File: config.mk
export PLATFORM = sky130hd
export DESIGN_NAME = bmc_width_conv
export DESIGN_NICKNAME = d
export VERILOG_FILES = /design/src/rtl/bmc_pkg.sv /design/src/rtl/bmc_cfg_latch.sv /design/src/rtl/bmc_byte_seq.sv /design/src/rtl/bmc_lane_sel.sv /design/src/rtl/bmc_width_conv.sv
export SDC_FILE = /design/constraint.sdc
export NUM_CORES = 1
export LEC_CHECK = 0
export ABC_CLOCK_PERIOD_IN_PS = 1300
export CORE_ASPECT_RATIO = 1.25
export CORE_UTILIZATION = 23
export DETAILED_ROUTE_END_ITERATION = 12
export PLACE_DENSITY = 0.73
export SLEW_MARGIN = 20
export SYNTH_ARGS = -nofsm -noshare
export SYNTH_HDL_FRONTEND = slang
export SYNTH_HIERARCHICAL = 1
export SYNTH_SLANG_ARGS = --single-unit
export TNS_END_PERCENT = 1
File: constraint.sdc
create_clock -name clk -period 1.3 [get_ports clk]
set_clock_uncertainty 0.15 [all_clocks]
set_input_delay 0.195 -clock clk [delete_from_list [all_inputs] [get_ports clk]]
set_output_delay 0.195 -clock clk [all_outputs]
set_load 0.05 [all_outputs]
File: src/rtl/bmc_pkg.sv
package bmc_pkg;
    parameter int BYTE_W = 9;
    localparam int WORD_W = 2 * BYTE_W;

    typedef struct packed {
        logic in_narrow;
        logic out_narrow;
        logic little;
    } bmc_cfg_t;
endpackage

File: src/rtl/bmc_cfg_latch.sv
module bmc_cfg_latch
    import bmc_pkg::*;
(
    input  logic     clk,
    input  logic     mrst_i,
    input  logic     in_narrow_i,
    input  logic     out_narrow_i,
    input  logic     little_i,
    output bmc_cfg_t cfg_o,
    output logic     unit_byte_o
);
    bmc_cfg_t cfg_d, cfg_q;

    always_comb begin
        cfg_d = cfg_q;
        if (mrst_i) begin
            cfg_d.in_narrow  = in_narrow_i;
            cfg_d.out_narrow = out_narrow_i;
            cfg_d.little     = little_i;
        end
    end

    always_ff @(posedge clk) begin
        cfg_q <= cfg_d;
    end

    assign cfg_o       = cfg_q;
    assign unit_byte_o = cfg_q.in_narrow & cfg_q.out_narrow;


    cfg_frozen_chk: assert property (@(posedge clk) disable iff (mrst_i)
        (!mrst_i && $past(!mrst_i)) |-> $stable(cfg_q));
endmodule

File: src/rtl/bmc_byte_seq.sv
module bmc_byte_seq (
    input  logic clk,
    input  logic mrst_i,
    input  logic narrow_i,
    input  logic wd_valid_i,
    input  logic rd_en_i,
    output logic rd_valid_o,
    output logic wd_pop_o,
    output logic phase_o
);
    typedef struct packed {
        logic phase;
    } seq_t;

    seq_t st_d, st_q;
    logic accept;

    always_comb begin
        rd_valid_o = wd_valid_i & ~mrst_i;
        accept     = rd_en_i & rd_valid_o;
        wd_pop_o   = accept & (~narrow_i | st_q.phase);
        st_d       = st_q;
        if (mrst_i) begin
            st_d.phase = 1'b0;
        end else if (accept && narrow_i) begin
            st_d.phase = ~st_q.phase;
        end
    end

    always_ff @(posedge clk) begin
        st_q <= st_d;
    end

    assign phase_o = st_q.phase;


    pop_needs_read_chk: assert property (@(posedge clk) disable iff (mrst_i)
        wd_pop_o |-> (rd_en_i && wd_valid_i));


    no_double_pop_chk: assert property (@(posedge clk) disable iff (mrst_i)
        (narrow_i && wd_pop_o) |=> !wd_pop_o);


    phase_cleared_chk: assert property (@(posedge clk) disable iff (mrst_i)
        $fell(mrst_i) |-> (st_q.phase == 1'b0));


    idle_holds_phase_chk: assert property (@(posedge clk) disable iff (mrst_i)
        !wd_valid_i |=> $stable(st_q.phase));


    no_pop_when_empty_chk: assert property (@(posedge clk) disable iff (mrst_i)
        !wd_valid_i |-> !wd_pop_o);
endmodule

File: src/rtl/bmc_lane_sel.sv
module bmc_lane_sel
    import bmc_pkg::*;
(
    input  logic              narrow_i,
    input  logic              little_i,
    input  logic              phase_i,
    input  logic [WORD_W-1:0] word_i,
    output logic [WORD_W-1:0] data_o
);
    logic [BYTE_W-1:0] hi_byte, lo_byte, first_b, second_b;

    always_comb begin
        hi_byte  = word_i[WORD_W-1:BYTE_W];
        lo_byte  = word_i[BYTE_W-1:0];
        first_b  = little_i ? lo_byte : hi_byte;
        second_b = little_i ? hi_byte : lo_byte;
        if (narrow_i) begin
            data_o = {{BYTE_W{1'b0}}, (phase_i ? second_b : first_b)};
        end else begin
            data_o = word_i;
        end
    end
endmodule

File: src/rtl/bmc_width_conv.sv
module bmc_width_conv
    import bmc_pkg::*;
(
    input  logic              clk,
    input  logic              mrst_i,
    input  logic              strap_in_narrow_i,
    input  logic              strap_out_narrow_i,
    input  logic              strap_little_i,
    input  logic              wd_valid_i,
    input  logic [WORD_W-1:0] wd_data_i,
    output logic              wd_pop_o,
    input  logic              rd_en_i,
    output logic              rd_valid_o,
    output logic [WORD_W-1:0] rd_data_o,
    output logic              unit_byte_o
);
    bmc_cfg_t cfg;
    logic     phase;

    bmc_cfg_latch u_cfg (
        .clk          (clk),
        .mrst_i       (mrst_i),
        .in_narrow_i  (strap_in_narrow_i),
        .out_narrow_i (strap_out_narrow_i),
        .little_i     (strap_little_i),
        .cfg_o        (cfg),
        .unit_byte_o  (unit_byte_o)
    );

    bmc_byte_seq u_seq (
        .clk        (clk),
        .mrst_i     (mrst_i),
        .narrow_i   (cfg.out_narrow),
        .wd_valid_i (wd_valid_i),
        .rd_en_i    (rd_en_i),
        .rd_valid_o (rd_valid_o),
        .wd_pop_o   (wd_pop_o),
        .phase_o    (phase)
    );

    bmc_lane_sel u_sel (
        .narrow_i (cfg.out_narrow),
        .little_i (cfg.little),
        .phase_i  (phase),
        .word_i   (wd_data_i),
        .data_o   (rd_data_o)
    );
endmodule

-- Yosys cells after proc, flatten, opt, wreduce, memory -nomap -nowiden
Index checks and enable logic that the tools add are counted.
- multiplexer cells: 4
- bitwise logic cells: 8
- reduce and logical (&&, ||, !) cells: 1
- operator list (kind ; number):
    9-bit 2-to-1 mux ; 3
    18-bit 2-to-1 mux ; 1
    1-bit bitwise AND ; 4
    1-bit inverter ; 3
    1-bit logical AND ; 1
    1-bit OR ; 1
- bits in registers: 4
- input bits: 25
- output and inout port bits: 21
- word-level logic and storage cells: 17

-- Longest topological paths before layout
Gate-level depths: netlist of the first run.
- depth after elaboration: 4
- mapped depth: 3
- gate-level depth less buffers: 3

-- Hierarchy
The synthesis of the first run kept the hierarchy.
- modules (own cells, without submodules) (module ; times used ; cells an instance ; area an instance (µm²) ; seq. area each (µm²)):
    bmc_lane_sel ; 1 ; 21 ; 226.5 ; 0.0
    bmc_cfg_latch ; 1 ; 4 ; 96.3 ; 90.1
    bmc_byte_seq ; 1 ; 8 ; 70.1 ; 20.0

-- Least setup slack after synthesis of the first run
OpenSTA, ideal clock, no wires.
- path type: in2out
- from: in wd_valid_i
- to: out wd_pop_o
- arrival time: 1.521 ns
- data required time: 0.955 ns
- setup slack: -0.566 ns
- stages: 2
- buffers on the path: 0
- cell sequence: nor2b_1 > and3_1
- word-level cells in the longest chain between the ends: 3
- ends and longest elaborated chain (what ; RTL line ; text):
    start, declared ; bmc_width_conv.sv:9 ; input logic wd_valid_i,
    1-bit bitwise AND ; bmc_byte_seq.sv:19 ; rd_valid_o = wd_valid_i & ~mrst_i;
    1-bit bitwise AND ; bmc_byte_seq.sv:20 ; accept = rd_en_i & rd_valid_o;
    1-bit bitwise AND ; bmc_byte_seq.sv:21 ; wd_pop_o = accept & (~narrow_i | st_q.phase);
    end, declared ; bmc_width_conv.sv:11 ; output logic wd_pop_o,
No other way between the ends.

-- Worst setup path in the final report of the first run
- from: reg u_cfg.cfg_q, in the netlist u_cfg/cfg_o[0]
- to: out rd_data_o[0]
- word-level cells in the longest chain between the ends: 3
- elaborated cells on any way between the ends: 4
- those cells by class: 4 x mux
- ends and longest elaborated chain (what ; RTL line ; text):
    start, declared ; bmc_cfg_latch.sv:12 ; bmc_cfg_t cfg_d, cfg_q;
    start signal, assigned ; bmc_cfg_latch.sv:24 ; cfg_q <= cfg_d;
    9-bit 2-to-1 mux (on tied branches) ; bmc_lane_sel.sv:15, bmc_lane_sel.sv:16 ;
    9-bit 2-to-1 mux (*) ; bmc_lane_sel.sv:18 ; data_o = {{BYTE_W{1'b0}}, (phase_i ? second_b : first_b)};
    18-bit 2-to-1 mux (*) ; bmc_lane_sel.sv:17 ; if (narrow_i) begin
    end, declared ; bmc_width_conv.sv:14 ; output logic [WORD_W-1:0] rd_data_o,
Mark *: on every way between the ends. The rest lies on a longest branch, timed or not.

==> metrics.log, run 1 <==
INFO  metric p_sw_frac = 0.387
INFO  metric grt_max_degree = 10
INFO  metric timing.hold.worst_path_depth = 3
INFO  metric cell_internal_pwr = 0.000558 W
INFO  metric cp_num_buf_inv = 1
INFO  metric path_max_fanout = 9
INFO  metric fp.dieH = 48.2 um
INFO  metric rsz0062_at_grt = true
INFO  metric drt_first_iter_violations = 3
INFO  metric worst_r2r_path_depth = 3
INFO  metric pre_cts_slack = -0.304 ns
INFO  metric post_detailed_route_wirelength_per_cell = 11.1 um
INFO  metric power-per-cell-area = 842 nW/um2
INFO  metric achievable-frequency = 556 MHz
INFO  metric num-nets-final = 112
INFO  metric placement.cell_area = 1010 um2
INFO  metric wire_length_of_the_first_global_routing_pass = 1710 um
INFO  metric port-buffer-count = 45
INFO  metric gp_congestion = 0.581
INFO  metric regToRegEndpoint = u_seq/phase_o
INFO  metric power.switching = 0.000352 W
INFO  metric worst_setup_path_start_kind = flip-flop
INFO  metric hold_start = wd_valid_i
INFO  metric design.core.area = 1580 um2
INFO  metric synthesis.yosys.warnings = 6
INFO  metric post-route-worst-setup-slack = -0.498 ns
INFO  metric timing.hold.worst_endpoint = u_seq/phase_o
INFO  metric power.share.combinational = 0.642
INFO  metric critical_path_cell_count = 4
INFO  metric timing.hold.worst.class = primary input to flip-flop
INFO  metric final.fill_count = 128
INFO  metric finalWorstPathRequiredPeriod = 1.80 ns
INFO  metric p_clk_frac = 0.186
INFO  metric setup_viol = 21
INFO  metric cap_viol_max_count = 0
INFO  metric status = finished with violations
INFO  metric post_synth_inst_count = 33
INFO  metric initial_utilization = 0.248
INFO  metric insertedDiodeCount = 0
INFO  metric worstSetupPathType = flip-flop to output pin
INFO  metric via_count = 451
INFO  metric worstPathArrival = 1.45 ns
INFO  metric yosysSeqAreaShare = 0.280
INFO  metric first_global_vias = 435
INFO  metric worst_skew_pair.late_latency = 0.24 ns
INFO  metric synth_area_per_cell = 11.9 um2
INFO  metric reg2reg_slack = -0.02 ns
INFO  metric cts-root-buf = clkbuf_4
INFO  metric grt_antenna_before_repair = 0
INFO  metric critical_path.reg2reg.startpoint = u_cfg/cfg_o[1]
INFO  metric path_clk_slew = 0.04 ns
INFO  metric timing.max_slew.rel_slack = 0.866
INFO  metric io-pin-count = 46
INFO  metric via_per_inst = 4.34
INFO  metric path_cells = xnor2_2 -> nand2_4 -> mux2_4 -> buf_6
INFO  metric die_area = 1880 um2
INFO  metric cts_sinks = 4
INFO  metric p_leak = 0.494 nW
INFO  metric finalInstanceArea = 1080 um2
INFO  metric post_synth_num_cell_types = 12
INFO  metric synth-seq-cells = 4
INFO  metric synthToLayoutAreaGrowth = 175%
INFO  metric antenna_violating_nets_post_route = 0
INFO  metric worst_setup_path_end_kind = output pin
INFO  metric detailedRoute.firstPassIterationCount = 3
INFO  metric fin_crit_sh = 1.38
INFO  metric worst_slew_pin_slew = 0.202 ns
INFO  metric drc_violations_left = 0
INFO  metric dp_hpwl = 1010 um
INFO  metric std_cell_rows = 16
INFO  metric timing.critical_path.slowest_stage_cell = edfxtp_1
INFO  metric violations_in_the_final_reports = negative setup slack
INFO  metric cts_hold_repair.buffers = 0
INFO  metric clk_path_buf_depth = 2
INFO  metric timing.critical_path.required = 0.95 ns
INFO  metric drive_gt1_frac = 0.605
INFO  metric gr-usage-all-layers = 0.138
INFO  metric critPathTopFamily = flip-flops
INFO  metric synth.net_count = 58
INFO  metric wl = 1160 um
INFO  metric cts_max_level = 1
INFO  metric critPathMaxStageDelay = 0.40 ns
INFO  metric cts_made_buffers = 3
INFO  metric vdd_drop_max = 0.622 mV
INFO  metric grt_overflow = 0
INFO  metric seq_power_share = 0.172
INFO  metric syn_area = 393 um2
INFO  metric final_hold_fails = 0
INFO  metric tritoncts = yes
INFO  metric die_x = 39.0 um
INFO  metric timing_max_transition_violations_final = 0
INFO  metric finalPower = 0.000911 W
[registers in the layout, summed over array words and instances, names as in the netlist]
name	count
u_seq/phase_o	1
u_cfg/cfg_o	3
[power by group through the flow]
| stage | logic [W] | registers (W) | clock network (W) |
|---|---|---|---|
| 2_1_floorplan | 0.000319 | 0.000156 | 0 |
| 4_1_cts | 0.000591 | 0.000157 | 0.000177 |
| 6_report | 0.000585 | 0.000157 | 0.000169 |
| 3_3_place_gp | 0.000557 | 0.000158 | 0 |
| 3_5_place_dp | 0.000562 | 0.000159 | 0 |
| 5_1_grt | 0.000612 | 0.000158 | 0.000187 |
[placed cells by master (no fill, tap or decap), drive strengths merged]
cell,n
xnor2,1
dlygate4sd2,2
or2b,1
clkdlybuf4s50,22
and3,1
nor2,1
mux2,10
and2,1
dfxtp,1
nor2b,11
clkbuf,4
buf,26
edfxtp,3
nand3,1
nand2,1
[how the worst max path moves through the flow]
stage / from / endpoint
after global routing: u_cfg/cfg_o[0] / rd_data_o[3]
after global placement: u_cfg/cfg_o[0] / rd_data_o[7]
after CTS: u_cfg/cfg_o[0] / rd_data_o[8]
after floorplan: u_cfg/cfg_o[1] / rd_data_o[0]
after detailed placement: u_cfg/cfg_o[0] / rd_data_o[8]
final: u_cfg/cfg_o[0] / rd_data_o[0]
[metrics by stage]
stage / instances / setup TNS [ns] / hold slack, ns / util
final: 104 / -7.42 / 0.313 / 0.684
after detailed placement: 100 / -3.59 / 0.575 / 0.637
after floorplan: 33 / -2.44 / 0.144 / -
after global placement: 100 / -3.27 / 0.556 / 0.637
after global routing: 104 / -8.96 / 0.339 / 0.684
after CTS: 104 / -7.92 / 0.309 / 0.684
[synthesized netlist by cell type, drive strengths merged]
master,count,area [um2]
nand3,1,5.00
buf,1,7.51
nand2,1,11.3
mux2,10,150
and3,1,6.26
dfxtp,1,20.0
and2,1,6.26
edfxtp,3,90.1
xnor2,1,16.3
nor2,1,3.75
nor2b,11,68.8
or2b,1,7.51
[kinds of logic (layout without fill, tap and decap cells)]
family        Yosys count  in the layout  share of synthesized area
flops                   4              4                      0.280
buf+inv                 1             54                     0.0191
simple gates           17             17                      0.277
mux                    10             10                      0.382
xor+xnor                1              1                     0.0414
[what timing repair did]
action                                  in CTS  in global routing
gates resized for setup                     15                  0
pin swaps                                    1                  0
setup buffers                                0                  0
endpoints found under the setup margin      22                 21
cloned                                       0                  0
endpoints found under the hold margin        0                  0
[layer usage]
| metal | track usage | share of wire | up-vias |
|---|---|---|---|
| met5 | 0 | 0 | - |
| met1 | 0.109 | 0.30 | 195 |
| li1 | - | - | 220 |
| met3 | 0.0365 | 0.11 | 4 |
| met4 | 0.103 | 0.023 | 0 |
| met2 | 0.277 | 0.57 | 32 |
[worst min-delay path, cell delays in order]
cell	delay [ns]
dlygate4sd2_1	0.24
nand3_1	0.08
mux2_4	0.15
[cell type report]
type	instances	area, um2	area share
multi-input cells	28	312	0.288
flip-flops and latches	4	110	0.102
clock buffers	4	26.3	0.0243
well taps	18	22.5	0.0208
repair buffers	50	612	0.565
No activity file was read; power rests on OpenSTA's default activity.
==> run 2: changes to the inputs <==
--- a/config.mk
+++ b/config.mk
@@ -10,6 +10,7 @@
 export CORE_UTILIZATION = 23
 export DETAILED_ROUTE_END_ITERATION = 12
 export PLACE_DENSITY = 0.73
+export SKIP_LAST_GASP = 1
 export SLEW_MARGIN = 20
 export SYNTH_ARGS = -nofsm -noshare
 export SYNTH_HDL_FRONTEND = slang
==> metrics.log, run 2 (same netlist as run 1, synthesis figures left out) <==
INFO  metric antenna_violating_nets_post_route = 0 (unchanged)
INFO  metric num-nets-final = 112 (unchanged)
INFO  metric status = finished with violations
INFO  metric dp_hpwl = 1010 um (unchanged)
INFO  metric vdd_drop_max = 0.606 mV (-2.5%)
INFO  metric rsz0062_at_grt = true
INFO  metric timing.max_slew.rel_slack = 0.866 (about the same)
INFO  metric hold_slack = 0.363 ns (+0.0490 ns)
INFO  metric die_x = 39.0 um (unchanged)
INFO  metric port-buffer-count = 45 (unchanged)
INFO  metric via_count = 451 (unchanged)
INFO  metric timing_max_transition_violations_final = 0 (unchanged)
INFO  metric io-pin-count = 46 (unchanged)
INFO  metric gr-usage-all-layers = 0.137 (-0.000950)
INFO  metric fp.dieH = 48.2 um (unchanged)
INFO  metric worst_skew_pair.late_latency = 0.24 ns (about the same)
INFO  metric worst_setup_path_start_kind = flip-flop
INFO  metric layout_commonest_cell = clkdlybuf4s50_1
INFO  metric cts_max_level = 1 (unchanged)
INFO  metric post_cts.resized_instances = 0 (-15)
INFO  metric via_per_inst = 4.34 (unchanged)
INFO  metric insertedDiodeCount = 0 (unchanged)
INFO  metric grt_antenna_before_repair = 0 (unchanged)
INFO  metric initial_utilization = 0.248 (unchanged)
INFO  metric critPathTopFamily = flip-flops
INFO  metric cts_made_buffers = 3 (unchanged)
INFO  metric design.core.area = 1580 um2 (unchanged)
INFO  metric placement.cell_area = 1010 um2 (unchanged)
INFO  metric achievable-frequency = 546 MHz (-1.8%)
INFO  metric cts_sinks = 4 (unchanged)
INFO  metric drc_violations_left = 0 (unchanged)
INFO  metric reg2reg_slack = -0.02 ns (about the same)
INFO  metric path_clk_slew = 0.04 ns (about the same)
INFO  metric path_max_fanout = 9 (unchanged)
INFO  metric tritoncts = yes
INFO  metric post_cts_setup_buffers = 0 (unchanged)
INFO  metric cts-root-buf = clkbuf_4
INFO  metric post-route-worst-setup-slack = -0.531 ns (-0.0329 ns)
INFO  metric worstPathArrival = 1.49 ns (+0.04 ns)
INFO  metric grt_max_degree = 10 (unchanged)
INFO  metric gp_congestion = 0.581 (unchanged)
INFO  metric setup_viol = 22 (+4.8%)
INFO  metric drive_gt1_frac = 0.605 (unchanged)
INFO  metric fin_crit_sh = 1.41 (+0.0253)
INFO  metric timing.critical_path.required = 0.95 ns (about the same)
INFO  metric std_cell_rows = 16 (unchanged)
INFO  metric layoutNonFillerInstCount = 104 (unchanged)
INFO  metric worst_slew_pin_slew = 0.202 ns (-0.000118 ns)
INFO  metric cp_num_buf_inv = 1 (unchanged)
INFO  metric die_area = 1880 um2 (unchanged)
INFO  metric grt_overflow = 0 (unchanged)
INFO  metric place_inst = 100 (unchanged)
INFO  metric violations_in_the_final_reports = negative setup slack
INFO  metric cap_viol_max_count = 0 (unchanged)
INFO  metric first_global_vias = 428 (-1.6%)
INFO  metric power-per-cell-area = 854 nW/um2 (+1.5%)
INFO  metric timing.critical_path.slowest_stage_cell = edfxtp_1
INFO  metric clk_path_buf_depth = 2 (unchanged)
INFO  metric worst_setup_path_end_kind = output pin
INFO  metric cts_hold_repair.buffers = 0 (unchanged)
INFO  metric final_hold_fails = 0 (unchanged)
INFO  metric fin_tns_setup = -7.81 ns (-0.386 ns)
INFO  metric critPathMaxStageDelay = 0.40 ns (about the same)
INFO  metric timing.hold.worst.class = primary input to flip-flop
INFO  metric post_detailed_route_wirelength_per_cell = 11.2 um (+0.78%)
INFO  metric worstSetupPathType = flip-flop to output pin
INFO  metric synthToLayoutAreaGrowth = 163%
INFO  metric p_leak = 0.471 nW (-4.8%)
INFO  metric wire_length_of_the_first_global_routing_pass = 1680 um (-1.6%)
INFO  metric detailedRoute.firstPassIterationCount = 3 (unchanged)
INFO  metric mostFrequentLayoutCells = 24 x clkdlybuf4s50_1, 15 x buf_4, 11 x buf_12
INFO  metric max_ffs_per_register = 3 (unchanged)
INFO  metric wl = 1160 um (+0.78%)
INFO  metric finalPower = 0.000883 W (-3.1%)
INFO  metric drt_first_iter_violations = 4 (+1)
INFO  metric finalInstanceArea = 1030 um2 (-4.5%)
INFO  metric finalWorstPathRequiredPeriod = 1.83 ns (+0.0329 ns)
INFO  metric path_cells = xnor2_2 -> nand2_4 -> mux2_4 -> buf_4
run 2: power breakdown:
part / leakage [nW] / internal, W / switching, W
Sequential: 0.0375 / 0.000149 / 0.00000793
Combinational: 0.418 / 0.000273 / 0.000284
Clock: 0.0150 / 0.000115 / 0.0000539
Total: 0.471 / 0.000537 / 0.000345
run 2: layout make-up:
cell class	count	area [um2]
tap	18	22.5
sequential	4	110
clock buffer	4	26.3
multi-input combinational	28	302
fill	131	548
timing repair buffer	50	573
run 2: worst paths after layout:
path	to	depth (start not counted)	from
max reg2reg	u_seq/phase_o	3	u_cfg/cfg_o[1]
min reg2reg	u_seq/phase_o	3	u_seq/phase_o
min	u_cfg/cfg_o[2]	1	strap_in_narrow_i
max	rd_data_o[8]	4	u_cfg/cfg_o[0]
run 2: worst reg2reg max path: stages (launching register included):
cell	delay [ns]
edfxtp_1	0.46
buf_4	0.20
nand3_1	0.10
mux2_4	0.30
run 2: what timing repair did:
action,in CTS,in global routing
hold endpoints to repair,0,0
pin swaps,1,0
endpoints found under the setup margin,22,22
run 2: layer usage:
metal	up-vias	wire length [um]	global-route usage	share of wire
li1	220	-	-	-
met1	195	341	0.106	0.29
met2	32	653	0.277	0.56
met3	4	142	0.0365	0.12
met4	0	26	0.103	0.022
met5	-	0	0	0
run 2: metrics by stage:
stage,util,setup slack [ns]
after floorplan,-,-0.172
after global placement,0.637,-0.276
final,0.653,-0.531
after CTS,0.653,-0.556
after detailed placement,0.637,-0.304
after global routing,0.653,-0.610
==> run 3: changes to the inputs <==
--- a/config.mk
+++ b/config.mk
@@ -7,8 +7,10 @@
 export LEC_CHECK = 0
 export ABC_CLOCK_PERIOD_IN_PS = 1300
 export CORE_ASPECT_RATIO = 1.25
+export CORE_MARGIN = 2
 export CORE_UTILIZATION = 23
 export DETAILED_ROUTE_END_ITERATION = 12
+export GPL_TIMING_DRIVEN = 0
 export PLACE_DENSITY = 0.73
 export SKIP_LAST_GASP = 1
 export SLEW_MARGIN = 20
==> metrics.log, run 3 (same netlist as run 1, synthesis figures left out) <==
INFO  metric status = finished with violations
INFO  metric violations_in_the_final_reports = negative setup slack
INFO  metric layout_commonest_cell = clkdlybuf4s50_1
INFO  metric timing.critical_path.required = 0.95 ns (about the same)
INFO  metric cap_viol_max_count = 0 (unchanged)
INFO  metric critical_path.reg2reg.startpoint = u_cfg/cfg_o[1]
INFO  metric fin_crit_sh = 1.45 (+0.0459)
INFO  metric mostFrequentLayoutCells = 24 x clkdlybuf4s50_1, 10 x buf_6, 10 x nor2b_2, 10 x mux2_4, 9 x dlygate4sd2_1
INFO  metric worstSetupPathType = flip-flop to output pin
INFO  metric pre_cts_slack = -0.929 ns (-0.625 ns)
INFO  metric grt_overflow = 0 (unchanged)
INFO  metric cts_sinks = 4 (unchanged)
INFO  metric critPathLaunch = u_cfg/cfg_o[0]
INFO  metric std_cell_rows = 16 (unchanged)
INFO  metric worst_skew_pair.late_latency = 0.23 ns (about the same)
INFO  metric layoutNonFillerInstCount = 101 (-2.9%)
INFO  metric insertedDiodeCount = 0 (unchanged)
INFO  metric worst_setup_path_end_kind = output pin
INFO  metric worst_r2r_path_depth = 2 (-1)
INFO  metric wire_length_of_the_first_global_routing_pass = 1610 um (-4.1%)
INFO  metric regToRegEndpoint = u_seq/phase_o
INFO  metric worstPathArrival = 1.55 ns (+0.06 ns)
INFO  metric setup_viol = 21 (-4.5%)
INFO  metric die_area = 2060 um2 (+9.5%)
INFO  metric grt_max_degree = 11 (+1)
INFO  metric synthToLayoutAreaGrowth = 143%
INFO  metric die_x = 41.0 um (+5.1%)
INFO  metric tritoncts = yes
INFO  metric gr-usage-all-layers = 0.113 (-0.0237)
INFO  metric max_ffs_per_register = 3 (unchanged)
INFO  metric worstSetupEndpoint = rd_data_o[5]
INFO  metric initial_utilization = 0.248 (unchanged)
INFO  metric placement.cell_area = 892 um2 (-11%)
INFO  metric cp_num_buf_inv = 1 (unchanged)
INFO  metric via_per_inst = 4.34 (about the same)
INFO  metric via_count = 438 (-2.9%)
INFO  metric final.fill_count = 159 (+21%)
INFO  metric timing.critical_path.slowest_stage_cell = edfxtp_1
INFO  metric design.core.area = 1580 um2 (unchanged)
INFO  metric achievable-frequency = 529 MHz (-3.2%)
INFO  metric critical_path_cell_count = 4 (unchanged)
INFO  metric power-per-cell-area = 878 nW/um2 (+2.7%)
INFO  metric worst_setup_path_start_kind = flip-flop
INFO  metric port-buffer-count = 45 (unchanged)
INFO  metric num-nets-final = 109 (-2.7%)
INFO  metric cts_max_level = 1 (unchanged)
INFO  metric reg2reg_slack = 0.15 ns (+0.17 ns)
INFO  metric place_inst = 96 (-4.0%)
INFO  metric grt_antenna_before_repair = 0 (unchanged)
INFO  metric antenna_violating_nets_post_route = 0 (unchanged)
INFO  metric rsz0062_at_grt = true
INFO  metric path_cells = xnor2_4 -> nand2_4 -> mux2_4 -> buf_6
INFO  metric critPathMaxStageDelay = 0.44 ns (+0.04 ns)
INFO  metric cts_made_buffers = 3 (unchanged)
INFO  metric clk_path_buf_depth = 2 (unchanged)
INFO  metric p_leak = 0.440 nW (-6.4%)
INFO  metric path_clk_slew = 0.04 ns (about the same)
INFO  metric drc_violations_left = 0 (unchanged)
INFO  metric post-route-worst-setup-slack = -0.591 ns (-0.0596 ns)
INFO  metric post_cts_setup_buffers = 0 (unchanged)
INFO  metric drive_gt1_frac = 0.458 (-0.147)
INFO  metric finalInstanceArea = 955 um2 (-7.6%)
INFO  metric vdd_drop_max = 0.483 mV (-20%)
INFO  metric fp.dieH = 50.2 um (+4.1%)
INFO  metric final_hold_fails = 0 (unchanged)
INFO  metric drt_first_iter_violations = 0 (-4)
INFO  metric worst_slew_pin_slew = 0.500 ns (+0.298 ns)
INFO  metric gp_congestion = 0.549 (-5.5%)
INFO  metric timing.hold.worst.class = primary input to flip-flop
INFO  metric finalWorstPathRequiredPeriod = 1.89 ns (+0.0596 ns)
INFO  metric path_max_fanout = 4 (-5)
INFO  metric first_global_vias = 420 (-1.9%)
INFO  metric critPathTopFamily = flip-flops
INFO  metric detailedRoute.firstPassIterationCount = 1 (-2)
INFO  metric timing_max_transition_violations_final = 0 (unchanged)
INFO  metric post_detailed_route_wirelength_per_cell = 11.4 um (+2.3%)
INFO  metric cts-root-buf = clkbuf_4
INFO  metric io-pin-count = 46 (unchanged)
INFO  metric wl = 1160 um (-0.69%)
INFO  metric dp_hpwl = 911 um (-10%)
INFO  metric postLayoutCoreUtil = 0.604 (-0.0498)
INFO  metric timing.max_slew.rel_slack = 0.668 (-0.197)
[run 3: changes by cell type in the layout (fill, tap and decap cells not counted)]
cell and delta:
buf_12 -11, buf_4 -15, buf_6 +10, clkdlybuf4s15_1 +2, clkdlybuf4s15_2 +1, dlygate4sd2_1 +9
nand2_8 +1, xnor2_2 -1, xnor2_4 +1
[run 3: metrics by stage]
| step | hold WS [ns] | power [W] | setup TNS (ns) |
|---|---|---|---|
| after global routing | 0.380 | 0.000882 | -12.81 |
| after floorplan | 0.144 | 0.000475 | -2.44 |
| final | 0.375 | 0.000838 | -11.47 |
| after detailed placement | 0.465 | 0.000658 | -15.94 |
| after CTS | 0.368 | 0.000792 | -11.74 |
| after global placement | 0.453 | 0.000656 | -15.73 |
[run 3: report_power, final]
part	total (W)	internal (W)	switching (W)	leakage, nW
Clock	0.000163	0.000115	0.0000476	0.0150
Combinational	0.000516	0.000232	0.000284	0.388
Sequential	0.000159	0.000149	0.0000105	0.0375
[run 3: routing by layer]
layer / vias up / GRT usage / share of wire
li1: 215 / - / -
met1: 193 / 0.103 / 0.34
met2: 30 / 0.198 / 0.53
met3: 0 / 0.0487 / 0.13
met4: 0 / 0.0500 / 0
met5: - / 0 / 0
[run 3: final cells by class]
cell class	count	area, um2	share of cell area
Timing Repair Buffer	45	452	0.473
Sequential cell	4	110	0.115
Multi-Input combinational cell	29	333	0.349
Buffer	1	11.3	0.0118
Tap cell	18	22.5	0.0236
Clock buffer	4	26.3	0.0275
[run 3: what timing repair did]
action	CTS	global route
endpoints found under the hold margin	0	0
gates cloned	0	1
setup endpoints to repair	21	21
gates resized for setup	62	29
pin swaps	0	3
hold buffers	0	0
[run 3: worst min path at each step]
| stage | from | end | slack (ns) | cells after the start |
|---|---|---|---|---|
| 2_1_floorplan | strap_little_i | u_cfg/cfg_o[0] | 0.14 | 0 |
| 3_5_place_dp | u_seq/phase_o | u_seq/phase_o | 0.46 | 2 |
| 6_report | strap_little_i | u_cfg/cfg_o[0] | 0.38 | 1 |
| 5_1_grt | strap_in_narrow_i | u_cfg/cfg_o[2] | 0.38 | 1 |
| 3_3_place_gp | u_seq/phase_o | u_seq/phase_o | 0.45 | 2 |
| 4_1_cts | strap_little_i | u_cfg/cfg_o[0] | 0.37 | 1 |
[run 3: worst register-to-register path: cells and delay by family, from the launching register on]
kind          cells  cell delay (ns)
flops             1             0.44
simple gates      1             0.14
mux               1             0.30
